--- src/rtl/can_fault_counters.sv ---
module can_fault_counters #(
  parameter int CW          = 8,
  parameter int TX_STEP     = 8,
  parameter int PASSIVE_LIM = 128,
  parameter int WARN_LIM    = 96,
  parameter int RX_RELOAD   = 127
) (
  input  logic          clk,
  input  logic          rst_n,
  input  logic          ctl_reset,
  input  logic          ev_tx_err,
  input  logic          ev_tx_ack_err,
  input  logic          ev_rx_err,
  input  logic          ev_tx_ok,
  input  logic          ev_rx_ok,
  output logic [CW-1:0] tx_cnt,
  output logic [CW-1:0] rx_cnt,
  output logic [31:0]   cnt_word,
  output logic [1:0]    fault_state,
  output logic          tx_warn,
  output logic          rx_warn,
  output logic          bus_off_pulse
);
  localparam logic [1:0] ST_ACTIVE  = 2'd0;
  localparam logic [1:0] ST_PASSIVE = 2'd1;
  localparam logic [1:0] ST_BUSOFF  = 2'd2;
  localparam int         PAD        = 32 - 2*CW;

  logic [CW-1:0] tx_q, rx_q, tx_d, rx_d;
  logic          off_q, off_d, pulse_q;
  logic [CW:0]   tx_sum;
  logic          passive, tx_hit, tx_over;

  assign passive = (int'(tx_q) >= PASSIVE_LIM) || (int'(rx_q) >= PASSIVE_LIM);
  assign tx_hit  = ev_tx_err || (ev_tx_ack_err && !passive);
  assign tx_sum  = {1'b0, tx_q} + (CW+1)'(TX_STEP);
  assign tx_over = tx_sum[CW];

  always_comb begin
    tx_d  = tx_q;
    off_d = off_q;
    if (tx_hit) begin
      if (tx_over) off_d = 1'b1;
      else         tx_d  = tx_sum[CW-1:0];
    end else if (ev_tx_ok && tx_q != '0) begin
      tx_d = tx_q - 1'b1;
    end
  end

  always_comb begin
    rx_d = rx_q;
    if (ev_rx_err) begin
      if (int'(rx_q) < PASSIVE_LIM) rx_d = rx_q + 1'b1;
    end else if (ev_rx_ok) begin
      if (int'(rx_q) >= PASSIVE_LIM) rx_d = CW'(RX_RELOAD);
      else if (rx_q != '0)           rx_d = rx_q - 1'b1;
    end
  end

  always_ff @(posedge clk or negedge rst_n) begin
    if (!rst_n) begin
      tx_q    <= '0;
      rx_q    <= '0;
      off_q   <= 1'b0;
      pulse_q <= 1'b0;
    end else if (ctl_reset) begin
      tx_q    <= '0;
      rx_q    <= '0;
      off_q   <= 1'b0;
      pulse_q <= 1'b0;
    end else if (!off_q) begin
      tx_q    <= tx_d;
      rx_q    <= rx_d;
      off_q   <= off_d;
      pulse_q <= off_d;
    end else begin
      pulse_q <= 1'b0;
    end
  end

  assign tx_cnt        = tx_q;
  assign rx_cnt        = rx_q;
  assign cnt_word      = {{PAD{1'b0}}, rx_q, tx_q};
  assign fault_state   = off_q ? ST_BUSOFF : (passive ? ST_PASSIVE : ST_ACTIVE);
  assign tx_warn       = int'(tx_q) >= WARN_LIM;
  assign rx_warn       = int'(rx_q) >= WARN_LIM;
  assign bus_off_pulse = pulse_q;
endmodule

--- config.mk ---
export PLATFORM = sky130hd
export DESIGN_NAME = can_fault_counters
export DESIGN_NICKNAME = d
export VERILOG_FILES = /design/src/rtl/can_fault_counters.sv
export SDC_FILE = /design/constraint.sdc
export NUM_CORES = 1
export LEC_CHECK = 0
export ABC_AREA = 1
export BUFFER_PORTS_ARGS = -buffer_cell sky130_fd_sc_hd__buf_2
export CORE_MARGIN = 1.5
export CORE_UTILIZATION = 45
export CTS_BUF_LIST = sky130_fd_sc_hd__clkbuf_16
export DETAILED_ROUTE_END_ITERATION = 6
export PLACE_DENSITY = 0.73
export SLEW_MARGIN = 20
export SYNTH_ARGS = -nofsm -noshare
export SYNTH_HDL_FRONTEND = slang
export SYNTH_SLANG_ARGS = --single-unit
--- constraint.sdc ---
create_clock -name clk -period 1.76 [get_ports clk]
set_input_delay 0.088 -clock clk [delete_from_list [all_inputs] [get_ports clk]]
set_output_delay 0.088 -clock clk [all_outputs]
set_load 0.02 [all_outputs]
; ---- Word level (Yosys, flattened, before mapping)
; Index checks and enable logic that the tools add are counted.
; W data, S select, Z words.
[totals]
reg_bits = 18
latch_bits = 0
ramBits = 0
romBits = 0
inputBits = 8
out_inout_bits = 53
word_cells = 48
mem_count = 0
[op_classes]
n_addsub = 4
multipliers = 0
div = 0
order_cmp = 5
eq_ne = 3
shifts = 0
n_mux = 20
bitwise = 0
n_reduce_logical = 12
[ops]
columns = operator, n
row1 = $mux W8, 12
row2 = $ge A8 B7 Y1 const B, 2
row3 = $ge A8 B8 Y1 const B, 2
row4 = $reduce_bool A8 Y1, 2
row5 = $sub A8 B1 Y8 const B, 2
row6 = $add A8 B4 Y9 const B, 1
row7 = $add A8 B1 Y8 const B, 1
row8 = $lt A8 B8 Y1 const B, 1
row9 = $mux W1, 7
row10 = $reduce_bool A3 Y1, 2
row11 = $reduce_and A4 Y1, 1
row12 = $reduce_bool A4 Y1, 1
row13 = $ne A3 B2 Y1 const B, 1
row14 = $ne A3 B3 Y1 const B, 1
row15 = $reduce_and A3 Y1, 1
row16 = $logic_and A1 B1 Y1, 2
row17 = $logic_or A1 B1 Y1, 2
row18 = $mux W2, 1
row19 = $ne A2 B2 Y1 const B, 1
row20 = $logic_not A1 Y1, 1

; ---- Longest topological paths before layout
; Gate-level depths: netlist of run 1.
[logic_depth]
ltp_word = 8
mapped_depth = 10
mapped_depth_nobuf = 10

; ---- Worst setup path before layout of run 1
; No wires, ideal clock.
[synth_timing]
kind = reg-to-reg
from = register rx_q[0] (netlist: rx_cnt[0])
to = register rx_q[0] (netlist: rx_cnt[0])
setup_time_ns = 0.123
t_arrival_ns = 1.486
required_ns = 1.637
slack_ns = 0.151
stages_incl_launch_ff = 10
n_path_buf = 1
synth_period_minus_slack_ns = 1.609
cell_sequence = dfrtp_1 inv_1 ha_1 nand3_1 nor2_1 nand4_1 nand3_2 buf_6 nand2_1 o21ai_2
[synth_via]
elab_chain_len = 7
elab_cells_between_ends = 15
cone_classes = add/sub: 2 / order compare: 2 / eq/ne: 1 / mux: 7 / reduce/logical: 3
[synth_rtl]
columns = element, line_no
row1 = "start, declared", 29  ; logic [CW-1:0] tx_q, rx_q, tx_d, rx_d;
row2 = "start signal, assigned", 73  ; rx_q <= rx_d;
row3 = $sub A8 B1 Y8, 56  ; else if (rx_q != '0) rx_d = rx_q - 1'b1;
row4 = $mux W8, 56
row5 = $mux W8, 55  ; if (int'(rx_q) >= PASSIVE_LIM) rx_d = CW'(RX_RELOAD);
row6 = $mux W8, 54  ; end else if (ev_rx_ok) begin
row7 = $mux W8, 52  ; if (ev_rx_err) begin
row8 = $mux W8, 71  ; end else if (!off_q) begin
row9 = $mux W8, 66  ; end else if (ctl_reset) begin
; Parallel ways exist; a longest one is shown, timed or not. The select of a mux whose other input is x is not followed.
; A chain may end at the register's enable or synchronous reset.

; ---- Worst setup path after layout of run 1
[layout_timing]
from = register rx_q[1] (netlist: rx_cnt[1])
to = register rx_q[3] (netlist: rx_cnt[3])
; Same word-level chain as after synthesis.

==> metrics.txt, run 1 <==
crit-path cells inv_1, ha_2, nand3_2, nor2_2, nand4_1, nand3_4, nand2_1, o21ai_1; IO buf count 44; Internal Power 0.00128 W; synthesized instance count 253; mapped cell area 1770 um^2; Max Cap Viol 0; switching power 0.00121 W; Cell variety after synth 32; synthesized flop and latch total 18; Comb pwr share 55.6%; drt pass-1 iters 4; Slowest-stage cell, CP dfrtp_1; Synth area leaders dfrtp_1, buf_4, nand2_1, nand3_1, inv_1; sequential power share 25.7%; setup_tns 0 ns; layout cell share with drive strength beyond 1 27.5%; Static Leak between 1 and 1.5 nW; pin count of the biggest net entering global routing 19; crit end category flip-flop; WP data arrival 1.83 ns; die height 65.7 um; Final Hold Fails 0; routability cong. 0.909; fin crit share 93.9%; CTS tree done; Die ar. ~4300 um^2; DR WL/cell about 12 um; global-route wire length before repair between 6000 and 7000 um; die width 65.7 um; Antenna Cells 0; status completed; via count 1,669; area grow syn2layout 12.4%; final wirelength 4140 um; postcts setup bufs 0; via-per-instance ratio 5.03; Layout Nets 299; pwr dens 1250 nW/um^2; most frequent cells in the layout nand2_1, buf_2, nand3_1; post-synthesis sequential area ratio about a quarter; Synth top area share 25.5%; Reg clk slew, reported paths roughly 0.050 ns; commonest non-fill, non-tap cell in the layout nand2_1; Switching Fraction 48.5%; initial core utilization between 40% and 50%; CP max FO 8; Worst-Skew Late Latency about 0.25 ns; CP required 1.93 ns; Hold WC Path Type input pin to flip-flop; peak supply drop 0.000408 V; H-tree depth 1; filler cell count in the final layout between 300 and 400; # setup viols final 0; slowest stage delay, CP between 0.4 and 0.5 ns; overall routing resource usage approximately 20%; fin crit period between 1.5 and 2 ns; initial antenna violation count 0; IO Pins 61; Remaining DRCs 0; clock sink count 18; fin. max-slew vios 0; Post-Syn Area per Cell 6.99 um^2; Site Rows 22; CTS Buf Count 3; vias in the first global route around 1,500; dpl cell area roughly 1900 um^2; Max clock buf depth 2; clock skew 0.00128 ns; Core Util, Final 53.5%; HPWL after DPL ~3000 um; Startpoint Class flip-flop; design area ~2000 um^2; Syn. warnings 0; Core Region ~3700 um^2; Final ANT Viol Nets 0; clock share of power 18.7%; Starting DRT DRC Count 124; R2R Setup Slk 0.11 ns; gr ovfl total 0; CTS Root Cell clkbuf_16; fmax about 600 MHz; post-synth top area cell dfrtp_1; WS Path Type flip-flop to flip-flop
[routing by layer]
metal | track usage, % | vias up | share of wire, %
met5 | 0 | - | 0
met3 | 3.42 | 9 | 8.0
li1 | - | 827 | -
met4 | 7.55 | 0 | 2.0
met2 | 30.2 | 83 | 46
met1 | 26.8 | 750 | 44
[area by class of cell]
cell class / count / area (um^2) / area share (%)
Tap cell: 48 / 60.1 / 3.02
Sequential cell: 18 / 450 / 22.7
Inverter: 29 / 111 / 5.60
Clock buffer: 3 / 75.1 / 3.78
Timing Repair Buffer: 51 / 275 / 13.9
Multi-Input combinational cell: 182 / 1010 / 50.9
Clock inverter: 1 / 3.75 / 0.189
[sequential cells by signal, indices dropped and copies added, names as in the netlist]
| name | count |
|---|---|
| tx_cnt | 8 |
| rx_cnt | 8 |
| off_q | 1 |
| bus_off_pulse | 1 |
[through the flow]
| stage | hold slack, ns | std cells | total power (W) | setup WS (ns) |
|---|---|---|---|---|
| global route | 0.260 | 332 | 0.00269 | -0.0176 |
| floorplan | -0.208 | 268 | 0.00175 | 0.151 |
| finish | 0.245 | 332 | 0.00249 | 0.107 |
| CTS | 0.248 | 331 | 0.00246 | 0.0914 |
| detailed placement | 0.0565 | 326 | 0.00198 | 0.105 |
| global placement | 0.0558 | 326 | 0.00196 | 0.199 |
[synthesized netlist by cell type (all sizes together)]
cell type / n
buf: 38
nor2: 20
clkbuf: 2
dfrtp: 18
a22oi: 1
nand3: 32
a21oi: 2
o211ai: 1
o21ai: 24
nand2: 61
or2: 1
xnor2: 3
a21boi: 1
conb: 1
inv: 29
ha: 6
nor3: 2
xor2: 4
nand4: 7
[cells by family (layout without fill, tap and decap cells)]
logic type / Yosys count / after routing / synth area share [%]
simple gates: 123 / 124 / 33.3
buf+inv: 69 / 84 / 22.5
compound gates: 29 / 29 / 10.8
flops: 18 / 18 / 25.5
xor+xnor: 7 / 7 / 3.47
fa+ha+maj: 6 / 6 / 4.25
other cells: 1 / 16 / 0.212
[power groups by stage]
stage / Combinational (W) / Sequential, W / Clock (W)
floorplan: 0.00102 / 0.000728 / 0
global placement: 0.00132 / 0.000641 / 0
detailed placement: 0.00133 / 0.000645 / 0
CTS: 0.00134 / 0.000638 / 0.000475
global route: 0.00154 / 0.000657 / 0.000489
finish: 0.00138 / 0.000640 / 0.000465
[timing repair]
action / CTS / global route
endpoints found under the hold margin: 18 / 0
gates resized for setup: 0 / 5
setup endpoints to repair: 0 / 8
hold buffers: 1 / 0
[final timing paths]
kind,from,to,depth (start not counted)
worst max register to register,rx_cnt[1],rx_cnt[3],8
max in group asynchronous,rst_n,tx_cnt[4],2
worst min register to register,tx_cnt[1],tx_cnt[1],2
worst min-delay path,ctl_reset,tx_cnt[1],4
min in group asynchronous,rst_n,rx_cnt[5],2
worst max-delay path,rx_cnt[1],rx_cnt[3],8
[critical path, delay by kind of cell (launching register included)]
family	cells	cell delay [ns]
and+or+nand+nor	5	0.75
DFF	1	0.43
adders and majority gates	1	0.20
buffers and inverters	1	0.11
AOI/OAI and AO/OA	1	0.08
(Power assumes the default switching activity.)
==> run 2: changes to the inputs <==
- CTS_BUF_LIST: sky130_fd_sc_hd__clkbuf_16 -> unset
==> run 2 against run 1 <==
  * Setup slack better by 0.086 ns
  * Utilization fell by 0.44 points
  * Sequential power is 0.9% lower
  * Routed wire length down 3.0%
  * Flip-flop and latch count unchanged
  * Sequential share of layout area grew 0.19 points
  * Highest routed layer unchanged
==> metrics.txt, run 2 (same netlist as run 1, synthesis figures left out) <==
pwr dens 1200 nW/um^2 (was 1250 nW/um^2); crit-path cells inv_1, ha_2, nand3_2, nor2_2, nand4_1, nand3_4, nand2_1, o21ai_1 (unchanged); clock skew 0.00412 ns (was 0.00128 ns); overall routing resource usage 19.4% (was 19.5%); Final ANT Viol Nets 0 (unchanged); setup_tns 0 ns (unchanged); Core Util, Final 53.0% (was 53.5%); CTS tree done (unchanged); clock sink count 18 (unchanged); gr ovfl total 0 (unchanged); fmax 638 MHz (was 605 MHz); Max Cap Viol 0 (unchanged); crit end category flip-flop (unchanged); initial core utilization 47.6% (unchanged); die height 65.7 um (unchanged); Max clock buf depth 2 (unchanged); WS Path Type flip-flop to flip-flop (unchanged); fin crit share 89.0% (was 93.9%); via count 1,641 (was 1,669); via-per-instance ratio 4.93 (was 5.03); Core Region 3720 um^2 (unchanged); H-tree depth 1 (unchanged); R2R Setup Slk 0.19 ns (was 0.11 ns); CP top delay family simple AND/OR/NAND/NOR gates (unchanged); WP data arrival 1.75 ns (was 1.83 ns); design area 1970 um^2 (was 1990 um^2); vias in the first global route 1,443 (was 1,456); Antenna Cells 0 (unchanged); Pwr Total 0.00237 W (was 0.00249 W); Min-Delay Endpoint tx_cnt[1] (unchanged); Reg2Reg Depth 8 (unchanged); Die ar. 4310 um^2 (unchanged); Reg clk slew, reported paths 0.07 ns (was 0.05 ns); Remaining DRCs 0 (unchanged); area grow syn2layout 11.5% (was 12.4%); IO buf count 44 (unchanged); Buf+Inv Stages, Crit Path 1 (unchanged); CTS Buf Count 3 (unchanged); final wirelength 4020 um (was 4140 um); dpl cell area 1860 um^2 (unchanged); reg2reg end rx_cnt[3] (unchanged); peak supply drop 0.000409 V (was 0.000408 V); fin crit period 1.57 ns (was 1.65 ns); CP required 1.94 ns (was 1.93 ns); filler cell count in the final layout 386 (was 381); WHS Path Cells 4 (unchanged); drt pass-1 iters 4 (unchanged); # setup viols final 0 (unchanged); fin. max-slew vios 0 (unchanged); DR WL/cell 12.1 um (was 12.5 um); CP max FO 8 (unchanged); Layout Nets 300 (was 299); Site Rows 22 (unchanged); worst r2r src rx_cnt[1] (unchanged); status completed (unchanged); most frequent cells in the layout nand2_1, buf_2, nand3_1 (unchanged); pin count of the biggest net entering global routing 19 (unchanged); commonest non-fill, non-tap cell in the layout nand2_1 (unchanged); IO Pins 61 (unchanged); Slowest-stage cell, CP dfrtp_1 (unchanged); min-delay src ctl_reset (unchanged); Static Leak 1.10 nW (was 1.11 nW); Worst-Skew Late Latency 0.26 ns (was 0.25 ns); RSZ-0062 raised after global routing no; initial antenna violation count 0 (unchanged); layout cell share with drive strength beyond 1 28.1% (was 27.5%); die width 65.7 um (unchanged); Final Hold Fails 0 (unchanged); Hold WC Path Type input pin to flip-flop (unchanged); Startpoint Class flip-flop (unchanged); Starting DRT DRC Count 133 (was 124); slowest stage delay, CP 0.41 ns (was 0.43 ns); HPWL after DPL 2950 um (unchanged); routability cong. 0.909 (unchanged); CTS Root Cell clkbuf_8 (was clkbuf_16); global-route wire length before repair 6560 um (was 6550 um)
-- run 2: changes by cell type in the layout (fill, tap and decap cells not counted) --
| cell | delta |
|---|---|
| clkinv_1 | -1 |
| buf_4 | +1 |
| clkbuf_16 | -3 |
| clkbuf_8 | +4 |
-- run 2: worst min-delay path, cell delays in order --
cell	delay, ns
buf_2	0.17
nor2_4	0.07
nand4_1	0.08
nand2_1	0.05
-- run 2: worst max path at each step --
| stage | from | depth (start not counted) | slack, ns | to |
|---|---|---|---|---|
| 2_1_floorplan | rx_cnt[0] | 9 | 0.15 | rx_cnt[0] |
| 3_3_place_gp | rx_cnt[1] | 8 | 0.20 | rx_cnt[1] |
| 3_5_place_dp | rx_cnt[1] | 8 | 0.11 | rx_cnt[1] |
| 4_1_cts | rx_cnt[1] | 8 | 0.09 | rx_cnt[1] |
| 5_1_grt | rx_cnt[1] | 8 | 0.05 | rx_cnt[3] |
| 6_report | rx_cnt[1] | 8 | 0.19 | rx_cnt[3] |
-- run 2: timing repair --
action	4_1_cts	5_1_grt
buffers inserted	0	1
gates resized for setup	0	5
hold buffers	1	0
hold endpoints to repair	18	0
endpoints found under the setup margin	0	8
-- run 2: stage by stage --
step           hold slack, ns  std cells  setup slack, ns
2_1_floorplan          -0.208        268            0.151
3_3_place_gp           0.0558        326            0.199
3_5_place_dp           0.0565        326            0.105
4_1_cts                 0.237        331           0.0887
5_1_grt                 0.243        333           0.0492
6_report                0.235        333            0.193
-- run 2: per-layer routing --
layer  vias up  track usage (%)  wire [um]
li1        830                -          -
met1       746             27.6       1910
met2        61             30.4       1840
met3         4             2.74        231
met4         0             5.47         37
met5         -                0          0
-- run 2: report_power, final --
| group | switching [W] | internal, W |
|---|---|---|
| Clock | 0.000144 | 0.000199 |
| Combinational | 0.000902 | 0.000487 |
| Sequential | 0.000133 | 0.000501 |
| Total | 0.00118 | 0.00119 |
-- run 2: cell type report --
| class | count | area (um^2) | share of cell area [%] |
|---|---|---|---|
| clock buffer | 4 | 55.1 | 2.79 |
| inverter | 29 | 111 | 5.65 |
| sequential | 18 | 450 | 22.9 |
| timing repair buffer | 52 | 283 | 14.3 |
| tap | 48 | 60.1 | 3.05 |
| multi-input combinational | 182 | 1010 | 51.3 |
==> run 3: changes to the inputs <==
--- a/config.mk
+++ b/config.mk
@@ -11,2 +11,3 @@
 export CORE_UTILIZATION = 45
+export CTS_BUF_LIST = sky130_fd_sc_hd__clkbuf_16
 export DETAILED_ROUTE_END_ITERATION = 6
--- a/constraint.sdc
+++ b/constraint.sdc
@@ -3,2 +3,2 @@
 set_output_delay 0.088 -clock clk [all_outputs]
-set_load 0.02 [all_outputs]
+set_load 0.1 [all_outputs]
==> run 3 against run 2 <==
  * Total power rose by 62%
  * First-iteration DRC count up 22%
  * Setup slack lost 0.089 ns
  * Clock power rose by 35%
  * Sequential power increased by 9.8%
  * Critical path depth is the same
  * Hold slack improved by 0.012 ns
  * Utilization rose by 0.94 points
  * Via count is 0.73% higher
  * Cell count is 1.8% lower
  * Critical path type unchanged
  * Critical endpoint is now rx_cnt[4]
==> metrics.txt, run 3 (same netlist as run 1, synthesis figures left out) <==
status completed (unchanged); Hold WC Path Type input pin to flip-flop (unchanged); fin crit period 1.66 ns (was 1.57 ns); gr ovfl total 0 (unchanged); Site Rows 22 (unchanged); commonest non-fill, non-tap cell in the layout nand2_1 (unchanged); vias in the first global route 1,452 (was 1,443); fin. max-slew vios 0 (unchanged); routability cong. 0.910 (was 0.909); area grow syn2layout 13.4% (was 11.5%); fmax 604 MHz (was 638 MHz); Core Util, Final 54.0% (was 53.0%); CP required 1.93 ns (was 1.94 ns); global-route wire length before repair 6600 um (was 6560 um); fin crit share 94.1% (was 89.0%); WS Path Type flip-flop to flip-flop (unchanged); clock sink count 18 (unchanged); Starting DRT DRC Count 162 (was 133); # setup viols final 0 (unchanged); Die ar. 4310 um^2 (unchanged); CTS Root Cell clkbuf_16 (was clkbuf_8); IO buf count 44 (unchanged); CTS tree done (unchanged); pwr dens 1920 nW/um^2 (was 1200 nW/um^2); CP max FO 8 (unchanged); Max clock buf depth 2 (unchanged); Pwr Total 0.00384 W (was 0.00237 W); final wirelength 3960 um (was 4020 um); Antenna Cells 0 (unchanged); peak supply drop 0.000749 V (was 0.000409 V); die width 65.7 um (unchanged); Slowest-stage cell, CP dfrtp_4 (was dfrtp_1); Layout Nets 295 (was 300); via count 1,653 (was 1,641); HPWL after DPL 2740 um (was 2950 um); Remaining DRCs 0 (unchanged); Final ANT Viol Nets 0 (unchanged); Static Leak 1.06 nW (was 1.10 nW); Max Cap Viol 0 (unchanged); crit-path cells inv_2, ha_4, nand3_2, nor2_2, nand4_1, nand3_4, nand2_1, o21ai_1 (was inv_1, ha_2, nand3_2, nor2_2, nand4_1, nand3_4, nand2_1, o21ai_1); H-tree depth 1 (unchanged); setup_tns 0 ns (unchanged); clock skew 0.00201 ns (was 0.00412 ns); pin count of the biggest net entering global routing 19 (unchanged); IO Pins 61 (unchanged); drt pass-1 iters 4 (unchanged); DR WL/cell 12.1 um (about the same); initial core utilization 47.6% (unchanged); slowest stage delay, CP 0.50 ns (was 0.41 ns); initial antenna violation count 0 (unchanged); Worst-Skew Late Latency 0.25 ns (was 0.26 ns); Startpoint Class flip-flop (unchanged); Reg clk slew, reported paths 0.05 ns (was 0.07 ns); CTS Buf Count 3 (unchanged); layout cell share with drive strength beyond 1 33.7% (was 28.1%); most frequent cells in the layout nand2_1, buf_2, nand3_1 (unchanged); die height 65.7 um (unchanged); Core Region 3720 um^2 (unchanged); Final Hold Fails 0 (unchanged); crit end category flip-flop (unchanged); WP data arrival 1.83 ns (was 1.75 ns); via-per-instance ratio 5.06 (was 4.93); overall routing resource usage 19.7% (was 19.4%)
==> run 3: metrics by stage <==
| stage | setup slack [ns] | cells | area, um^2 | hold slack [ns] |
|---|---|---|---|---|
| 2_1_floorplan | 0.00327 | 268 | 1860 | -0.208 |
| 3_3_place_gp | 0.116 | 321 | 1870 | 0.0564 |
| 3_5_place_dp | 0.0659 | 321 | 1870 | 0.0581 |
| 4_1_cts | 0.0427 | 325 | 1950 | 0.246 |
| 5_1_grt | -0.0244 | 327 | 2010 | 0.265 |
| 6_report | 0.104 | 327 | 2010 | 0.248 |
==> run 3: area by class of cell <==
type,count,area [um^2]
fill,381,1710
tap,48,60.1
inverter,29,114
sequential,18,480
timing repair buffer,47,245
clock buffer,3,75.1
multi-input combinational,182,1030
==> run 3: what timing repair did <==
| item | CTS | global route |
|---|---|---|
| hold buffers | 1 | 0 |
| buffers inserted | 0 | 1 |
| endpoints found under the hold margin | 18 | 0 |
| endpoints found under the setup margin | 0 | 8 |
| resized for setup | 0 | 9 |
==> run 3: critical path: cells and delay by family (launching register included) <==
kind | cells | cell delay [ns]
flops | 1 | 0.50
buf+inv | 1 | 0.09
simple gates | 5 | 0.79
fa+ha+maj | 1 | 0.14
compound gates | 1 | 0.07
==> run 3: report_power, final <==
group          leakage [nW]  internal (W)  switching, W
clock network        0.0370      0.000300      0.000165
registers             0.214      0.000531      0.000165
logic                 0.813      0.000475       0.00221
total                  1.06       0.00131       0.00254
==> run 3: worst paths after layout <==
| kind | slack (ns) | cells past startpoint | from | endpoint |
|---|---|---|---|---|
| max | 0.10 | 8 | rx_cnt[1] | rx_cnt[4] |
| min | 0.25 | 4 | ctl_reset | tx_cnt[1] |
| max reg2reg | 0.10 | 8 | rx_cnt[1] | rx_cnt[4] |
| min reg2reg | 0.51 | 2 | tx_cnt[1] | tx_cnt[1] |
| max in group asynchronous | 1.10 | 2 | rst_n | tx_cnt[5] |
| min in group asynchronous | 0.31 | 2 | rst_n | rx_cnt[1] |
==> run 3: per-layer routing <==
| layer | GRT usage [%] | vias up | wire [um] |
|---|---|---|---|
| met4 | 7.81 | 0 | 46 |
| met3 | 2.91 | 4 | 291 |
| met2 | 30.9 | 75 | 1770 |
| met1 | 27.2 | 749 | 1850 |
| li1 | - | 825 | - |
| met5 | 0 | - | 0 |
